--- src/rtl/spwm_pkg.sv ---
package spwm_pkg;
  localparam int unsigned PWM_W = 8;

  typedef logic [PWM_W-1:0] pwm_word_t;

  typedef enum logic {
    SPLIT_HALF    = 1'b0,
    SPLIT_QUARTER = 1'b1
  } split_e;

  localparam pwm_word_t FRAME_LAST = '1;
  localparam pwm_word_t HALF_MASK  = pwm_word_t'((1 << (PWM_W - 1)) - 1);
  localparam pwm_word_t QUART_MASK = pwm_word_t'((1 << (PWM_W - 2)) - 1);

  // Position of the frame count inside its current subcycle.
  function automatic pwm_word_t sub_pos(pwm_word_t cnt, split_e mode);
    return cnt & ((mode == SPLIT_QUARTER) ? QUART_MASK : HALF_MASK);
  endfunction

  // Index of the current subcycle (0..1 in half split, 0..3 in quarter split).
  function automatic logic [1:0] sub_idx(pwm_word_t cnt, split_e mode);
    if (mode == SPLIT_QUARTER) return cnt[PWM_W-1 -: 2];
    return {1'b0, cnt[PWM_W-1]};
  endfunction

  // High length of the current subcycle: the shared base plus the dithered extra clock.
  function automatic pwm_word_t sub_len(pwm_word_t duty, pwm_word_t cnt, split_e mode);
    logic [1:0] idx;
    logic       extra;
    pwm_word_t  base;
    idx = sub_idx(cnt, mode);
    if (mode == SPLIT_QUARTER) begin
      base  = duty >> 2;
      extra = (idx < duty[1:0]);
    end else begin
      base  = duty >> 1;
      extra = (idx == 2'd0) && duty[0];
    end
    return base + pwm_word_t'(extra);
  endfunction
endpackage

--- src/rtl/spwm_cycle_ctr.sv ---
module spwm_cycle_ctr
  import spwm_pkg::*;
(
  input  logic      clk_i,
  input  logic      rst_ni,
  input  logic      enable_i,
  output logic      run_o,
  output pwm_word_t cnt_o,
  output logic      wrap_o
);
  logic run_q;
  pwm_word_t cnt_q;

  always_ff @(posedge clk_i or negedge rst_ni) begin
    if (!rst_ni) begin
      run_q <= 1'b0;
      cnt_q <= '0;
    end else begin
      run_q <= enable_i;
      if (!enable_i || !run_q) cnt_q <= '0;
      else                     cnt_q <= cnt_q + 1'b1;
    end
  end

  assign run_o  = run_q;
  assign cnt_o  = cnt_q;
  assign wrap_o = run_q && (cnt_q == FRAME_LAST);

  // disabling parks the counter at zero
  p_hold_zero_r6: assert property (@(posedge clk_i) disable iff (!rst_ni)
    !enable_i |=> (cnt_o == '0 && !run_o));
  // the last clock of a frame is followed by a fresh frame
  p_wrap_r1: assert property (@(posedge clk_i) disable iff (!rst_ni)
    (wrap_o && enable_i) |=> (cnt_o == '0 && run_o));
  // one step per clock inside a frame
  p_step_r2: assert property (@(posedge clk_i) disable iff (!rst_ni)
    (run_o && enable_i && !wrap_o) |=> (cnt_o == $past(cnt_o) + 1'b1));
endmodule

--- src/rtl/spwm_shadow.sv ---
module spwm_shadow
  import spwm_pkg::*;
(
  input  logic      clk_i,
  input  logic      rst_ni,
  input  logic      load_i,
  input  pwm_word_t duty_i,
  input  split_e    mode_i,
  output pwm_word_t duty_o,
  output split_e    mode_o
);
  pwm_word_t duty_q;
  split_e    mode_q;

  always_ff @(posedge clk_i or negedge rst_ni) begin
    if (!rst_ni) begin
      duty_q <= '0;
      mode_q <= SPLIT_HALF;
    end else if (load_i) begin
      duty_q <= duty_i;
      mode_q <= mode_i;
    end
  end

  assign duty_o = duty_q;
  assign mode_o = mode_q;

  // no reload anywhere except at a frame boundary
  p_hold_mid_r5: assert property (@(posedge clk_i) disable iff (!rst_ni)
    !load_i |=> ($stable(duty_o) && $stable(mode_o)));
endmodule

--- src/rtl/spwm_shaper.sv ---
module spwm_shaper
  import spwm_pkg::*;
(
  input  logic      clk_i,
  input  logic      rst_ni,
  input  logic      run_i,
  input  pwm_word_t cnt_i,
  input  pwm_word_t duty_i,
  input  split_e    mode_i,
  output logic      pwm_o
);
  pwm_word_t pos_w;
  pwm_word_t len_w;

  always_comb begin
    pos_w = sub_pos(cnt_i, mode_i);
    len_w = sub_len(duty_i, cnt_i, mode_i);
    pwm_o = run_i && (pos_w < len_w);
  end

  // a subcycle with any high time opens high
  p_start_high_r4: assert property (@(posedge clk_i) disable iff (!rst_ni)
    (run_i && pos_w == '0 && len_w != '0) |-> pwm_o);
  // zero duty never drives high
  p_zero_low_r4: assert property (@(posedge clk_i) disable iff (!rst_ni)
    (duty_i == '0) |-> !pwm_o);
endmodule

--- src/rtl/spwm_gen.sv ---
module spwm_gen
  import spwm_pkg::*;
(
  input  logic             clk_i,
  input  logic             rst_ni,
  input  logic             enable_i,
  input  logic             split_i,
  input  logic [PWM_W-1:0] duty_i,
  output logic             pwm_o
);
  logic      run_w;
  logic      wrap_w;
  logic      load_w;
  pwm_word_t cnt_w;
  pwm_word_t duty_sh_w;
  split_e    mode_sh_w;

  spwm_cycle_ctr u_ctr (
    .clk_i    (clk_i),
    .rst_ni   (rst_ni),
    .enable_i (enable_i),
    .run_o    (run_w),
    .cnt_o    (cnt_w),
    .wrap_o   (wrap_w)
  );

  assign load_w = !run_w || wrap_w;

  spwm_shadow u_shadow (
    .clk_i  (clk_i),
    .rst_ni (rst_ni),
    .load_i (load_w),
    .duty_i (duty_i),
    .mode_i (split_e'(split_i)),
    .duty_o (duty_sh_w),
    .mode_o (mode_sh_w)
  );

  spwm_shaper u_shaper (
    .clk_i  (clk_i),
    .rst_ni (rst_ni),
    .run_i  (run_w),
    .cnt_i  (cnt_w),
    .duty_i (duty_sh_w),
    .mode_i (mode_sh_w),
    .pwm_o  (pwm_o)
  );

  // output low from the clock after enable is seen low
  p_off_low_r6: assert property (@(posedge clk_i) disable iff (!rst_ni)
    !enable_i |=> !pwm_o);
  // reset forces the output low
  always_comb begin
    if (!rst_ni) p_reset_low_r8: assert (!pwm_o);
  end
endmodule

--- config.mk ---
export PLATFORM = sky130hd
export DESIGN_NAME = spwm_gen
export DESIGN_NICKNAME = d
export VERILOG_FILES = /design/src/rtl/spwm_pkg.sv /design/src/rtl/spwm_cycle_ctr.sv /design/src/rtl/spwm_shadow.sv /design/src/rtl/spwm_shaper.sv /design/src/rtl/spwm_gen.sv
export SDC_FILE = /design/constraint.sdc
export NUM_CORES = 1
export LEC_CHECK = 0
export BUFFER_PORTS_ARGS = -buffer_cell sky130_fd_sc_hd__buf_2
export CAP_MARGIN = 20
export CELL_PAD_IN_SITES_DETAIL_PLACEMENT = 0
export CELL_PAD_IN_SITES_GLOBAL_PLACEMENT = 1
export CORE_MARGIN = 2
export CORE_UTILIZATION = 48
export DETAILED_ROUTE_END_ITERATION = 7
export MAX_ROUTING_LAYER = met4
export PLACE_DENSITY_LB_ADDON = 0.12
export SLEW_MARGIN = 20
export SYNTH_ARGS = -nofsm -noshare
export SYNTH_HDL_FRONTEND = slang
export SYNTH_SLANG_ARGS = --single-unit
--- constraint.sdc ---
create_clock -name clk_i -period 5.2 [get_ports clk_i]
set_input_delay 1.04 -clock clk_i [delete_from_list [all_inputs] [get_ports clk_i]]
set_output_delay 1.04 -clock clk_i [all_outputs]
set_load 0.02 [all_outputs]
# == After elaboration in Yosys (flattened, before gate mapping) ==
# Cells that the tools add are included.
# W data, S select, Z words.
# word_totals
regBits,18
input_bits,12
output_inout_bits,1
word_cells,25
# op_classes
addsub,2
n_lt_le_gt_ge,2
eq_ne,1
muxes,7
bitwise,1
n_reduce_logical,8
# op_table
operator,n
$mux W7,2
$add A7 B1 Y8,1
$add A8 B1 Y8 const B,1
$and A8 B8 Y8,1
$eq A8 B8 Y1 const B,1
$lt A8 B8 Y1,1
$mux W8,1
$mux W2,2
$logic_and A1 B1 Y1,3
$logic_not A1 Y1,2
$logic_not A2 Y1,1
$logic_or A1 B1 Y1,2
$lt A2 B2 Y1,1
$mux W1,2

# == Longest topological paths before layout ==
# depth
depth_word,8
depth_mapped,17
ltp_nobuf,15

# == Cells and area by module ==
# Synthesis repeated with hierarchy kept, for this count alone.
# hier_totals
cells_unflattened,125
hier_area_um2,1222.4
# by_module_without_submodules
mod,instances,cells_each,area_each_um2,seq_area_each_um2
spwm_shaper,1,69,464.2,0.0
spwm_cycle_ctr,1,36,380.4,225.2
spwm_shadow,1,19,371.6,225.2
spwm_gen,1,1,6.3,0.0

# == Worst setup path after synthesis ==
# Ideal clock, no wire load.
# synth_path
path_type,reg2out
from,reg u_shadow.mode_q (netlist: u_shadow.mode_o)
to,out pwm_o
t_arrival_ns,2.965
required_time_ns,4.160
slack_ns,1.195
stages_incl_launch_ff,18
path_buffers,2
path_cell_list,dfrtp_1 -> clkbuf_8 -> buf_6 -> and2_1 -> ha_1 -> a21oi_1 -> a22o_1 -> ha_1 -> ha_1 -> and3_1 -> xnor2_1 -> nor2_1 -> a21oi_1 -> ha_1 -> a21o_1 -> a21oi_1 -> o21ai_0 -> nor2_1
# synth_via
elab_chain_len,8
word_cells_on_any_way,12
cone_classes,add/sub: 1; order compare: 2; mux: 5; bitwise: 1; reduce/logical: 3
# synth_rtl
item,line_no,source
start: declaration,spwm_shadow.sv:13,split_e mode_q;
start signal: assignment,spwm_shadow.sv:21,mode_q <= mode_i;
branches (longest 6 deep; another with $add A7 B1 Y8),n/a,
$lt A8 B8 Y1 (*),spwm_shaper.sv:18,pwm_o = run_i && (pos_w < len_w);
$logic_and A1 B1 Y1 (*),spwm_shaper.sv:18,
end: declaration,spwm_gen.sv:9,output logic pwm_o
# Mark *: on every way between the ends.

# == Worst setup path in the final report ==
# Same ends and word-level chain as after synthesis.

==> reports/qor.yml <==
synthesis:
  ys_ff_latch: 18
  synth_edf_count: 0
  syn_inst: 116
  yosysTopAreaCellShare_pct: 38.2
  synth_area_um2: 1180
  async_flop_share_pct: 100
  synth_ff_type: "dfrtp_1"
  avgSynthCellArea_um2: 10.2
  synth_commonest_cells: "dfrtp_1, ha_1, nand2_1, nor2_1, mux2_2"
  ys_warn_count: 0
  synth_nets: 138
  yosysSeqAreaShare_pct: 38.2
  yosys.cell_types.count: 33
  synth_most_common_cell: "dfrtp_1"
  synth.area.top_cells: "dfrtp_1, ha_1, mux2_2, xor2_1, mux2i_1"
  yosysTopAreaCell: "dfrtp_1"
sta:
  tns_ns: 0
  setup-violations-final: 0
  worst_pin_slew_ns: 0.572
  finalCriticalPeriod_ns: 4.54
  max_freq_ghz: 0.220
  clock_skew_ns: 0.00658
  rsz0062_at_grt: "false"
  maxSlewHeadroom_pct: 61.9
  hold_viol_final: 0
  slew_viol_final: 0
  finalCritPeriodShare_pct: 87.3
setup_path:
  endpoint_kind: "output pin"
  r2r_cells: 4
  crit_type: "reg2out"
  crit_fanout: 17
  crit_top_cell: "ha_1"
  worstPathArrival_ns: 3.50
  worst_setup_path_start_kind: "flip-flop"
  reg2reg_from: "u_ctr.cnt_o[0]"
  rrSetupSlack_ns: 3.43
  r2r_end: "u_shadow.duty_o[7]"
  critPathRequiredTime_ns: 4.16
  worst_path_largest_cell_delay_ns: 0.71
  path_cells: "and2_1 > ha_1 > a21oi_1 > a22o_1 > ha_1 > nand2_1 > nor3_1 > xor2_1 > mux2i_1 > ha_1 > a21o_1 > a21oi_1 > o21ai_0 > nor2_1 > buf_2"
  slowest_stage: "dfrtp_1"
global_routing:
  grt_pass1_wl_um: 3940
  antenna_found_initial: 0
  grt_max_degree: 19
  grt_overflow: 0
  grt_use_total_pct: 19.9
  grt_pass1_vias: 888
detailed_routing:
  wl_um: 2140
  num_vias: 867
  routed_via_density: 5.56
  first_iter_violations: 11
  drt_first_pass_iters: 4
  post_drt_wl_per_cell_um: 13.7
  drc: 0
  drtAntennaViolNets: 0
clock_tree:
  cts_max_level: 1
  hold_buffers: 0
  cts_tree: "yes"
  root_buffer: "clkbuf_4"
  cts_buffers: 3
  cts_setup_buffers: 0
  cts.path.max_buffers: 2
  path_clk_slew_ns: 0.10
  cts_resized: 0
  clock_latency_ns: 0.30
  clock-sinks: 18
floorplan:
  coreArea_um2: 2280
  dieArea_um2: 2870
  num_rows: 17
  ios: 13
  die_w_um: 53.6
  start_util_pct: 51.8
  die_h_um: 53.6
layout:
  final_cells: 156
  n_fill_cell: 214
  syn_to_final_growth_pct: 7.64
  fin_nets: 151
  drive_gt1_share_pct: 22.7
  n_antenna_cell: 0
power:
  power_density_nw_per_um2: 245
  ir_drop_v: 0.000213
  leakage_uw: 0.000588
min_path:
  hp-class: "reg2reg"
  hold_end: "u_ctr.cnt_o[0]"
  holdPathStages: 1
  hp-start: "u_ctr.cnt_o[0]"
placed_design:
  dp_hpwl_um: 1580
  io_buffers: 12
  gp_congestion: 0.737
  dp.cells: 152
job:
  drv_cap: 0
outcome:
  outcome: "completed"
[per-stage QoR]
stage / hold WS, ns / setup slack (ns) / utilization (%) / power (uW) / instance area (um2)
2_1_floorplan: 0.446 / 1.19 / - / 213 / 1180
3_3_place_gp: 0.481 / 1.10 / 54.2 / 225 / 1230
3_5_place_dp: 0.496 / 1.02 / 54.2 / 227 / 1230
4_1_cts: 0.512 / 0.668 / 55.8 / 315 / 1270
5_1_grt: 0.522 / 0.408 / 55.8 / 329 / 1270
6_report: 0.502 / 0.658 / 55.8 / 311 / 1270
[final cells by class]
| type | count | area, um2 | area share [%] |
|---|---|---|---|
| Tap cell | 28 | 35.0 | 2.76 |
| Sequential cell | 18 | 450 | 35.5 |
| Clock buffer | 4 | 36.3 | 2.86 |
| Inverter | 2 | 7.51 | 0.591 |
| Multi-Input combinational cell | 92 | 681 | 53.6 |
| Timing Repair Buffer | 12 | 60.1 | 4.73 |
[worst max-delay path, delay by kind of cell, from the launching register on]
kind | cells | cell delay (ns)
AND/OR/NAND/NOR | 4 | 0.62
XOR/XNOR | 1 | 0.17
multiplexers | 1 | 0.11
flip-flops | 1 | 0.71
adder cells (fa/ha/maj) | 3 | 0.71
buffers and inverters | 1 | 0.16
AO/OA/AOI/OAI | 5 | 0.70
[sequential cells by signal, summed over array words and instances (netlist names)]
register,flops
u_ctr.cnt_o,8
u_shadow.duty_o,8
u_ctr.run_o,1
u_shadow.mode_o,1
[report_power, final]
part / switching, uW / internal [uW]
registers: 14.6 / 148
logic: 30.8 / 31.7
clock network: 43.2 / 42.7
total: 88.6 / 222
[routing by layer]
layer	global-route usage [%]	wire, um	vias up
met2	31.3	981	10
met5	-	0	-
li1	-	-	435
met3	1.67	36	5
met1	26.3	1090	417
met4	8.97	38	0
[worst max path at each step]
stage,start,endpoint,slack (ns),depth (start not counted)
3_3_place_gp,u_shadow.mode_o,pwm_o,1.10,16
3_5_place_dp,u_shadow.mode_o,pwm_o,1.02,16
5_1_grt,u_shadow.mode_o,pwm_o,0.41,15
4_1_cts,u_shadow.mode_o,pwm_o,0.67,16
6_report,u_shadow.mode_o,pwm_o,0.66,15
2_1_floorplan,u_shadow.mode_o,pwm_o,1.19,17
[cells by family (layout without fill, tap and decap cells)]
family          Yosys count  after routing  synth area share, %
fa+ha+maj                10             10                 10.6
flops                    18             18                 38.2
simple gates             41             41                 17.2
compound gates           18             18                 10.5
buf+inv                   6             18                 4.14
xor+xnor                 10             10                 7.42
mux                      13             13                 12.0
[cells in the final DEF (no fill, tap or decap), types with 2 or more instances in the layout]
cell type	netlist	layout
a21oi_1	6	6
and3_1	2	2
buf_2	0	12
clkbuf_4	0	3
dfrtp_1	18	18
ha_1	10	10
inv_1	2	2
mux2_2	9	9
mux2i_1	4	4
nand2_1	10	10
nand2b_1	3	3
nand3_1	3	3
nor2_1	10	10
nor3_1	5	5
o21ai_0	5	5
xnor2_1	4	4
xor2_1	6	6
Note: power is estimated with default switching activity, not from simulation.
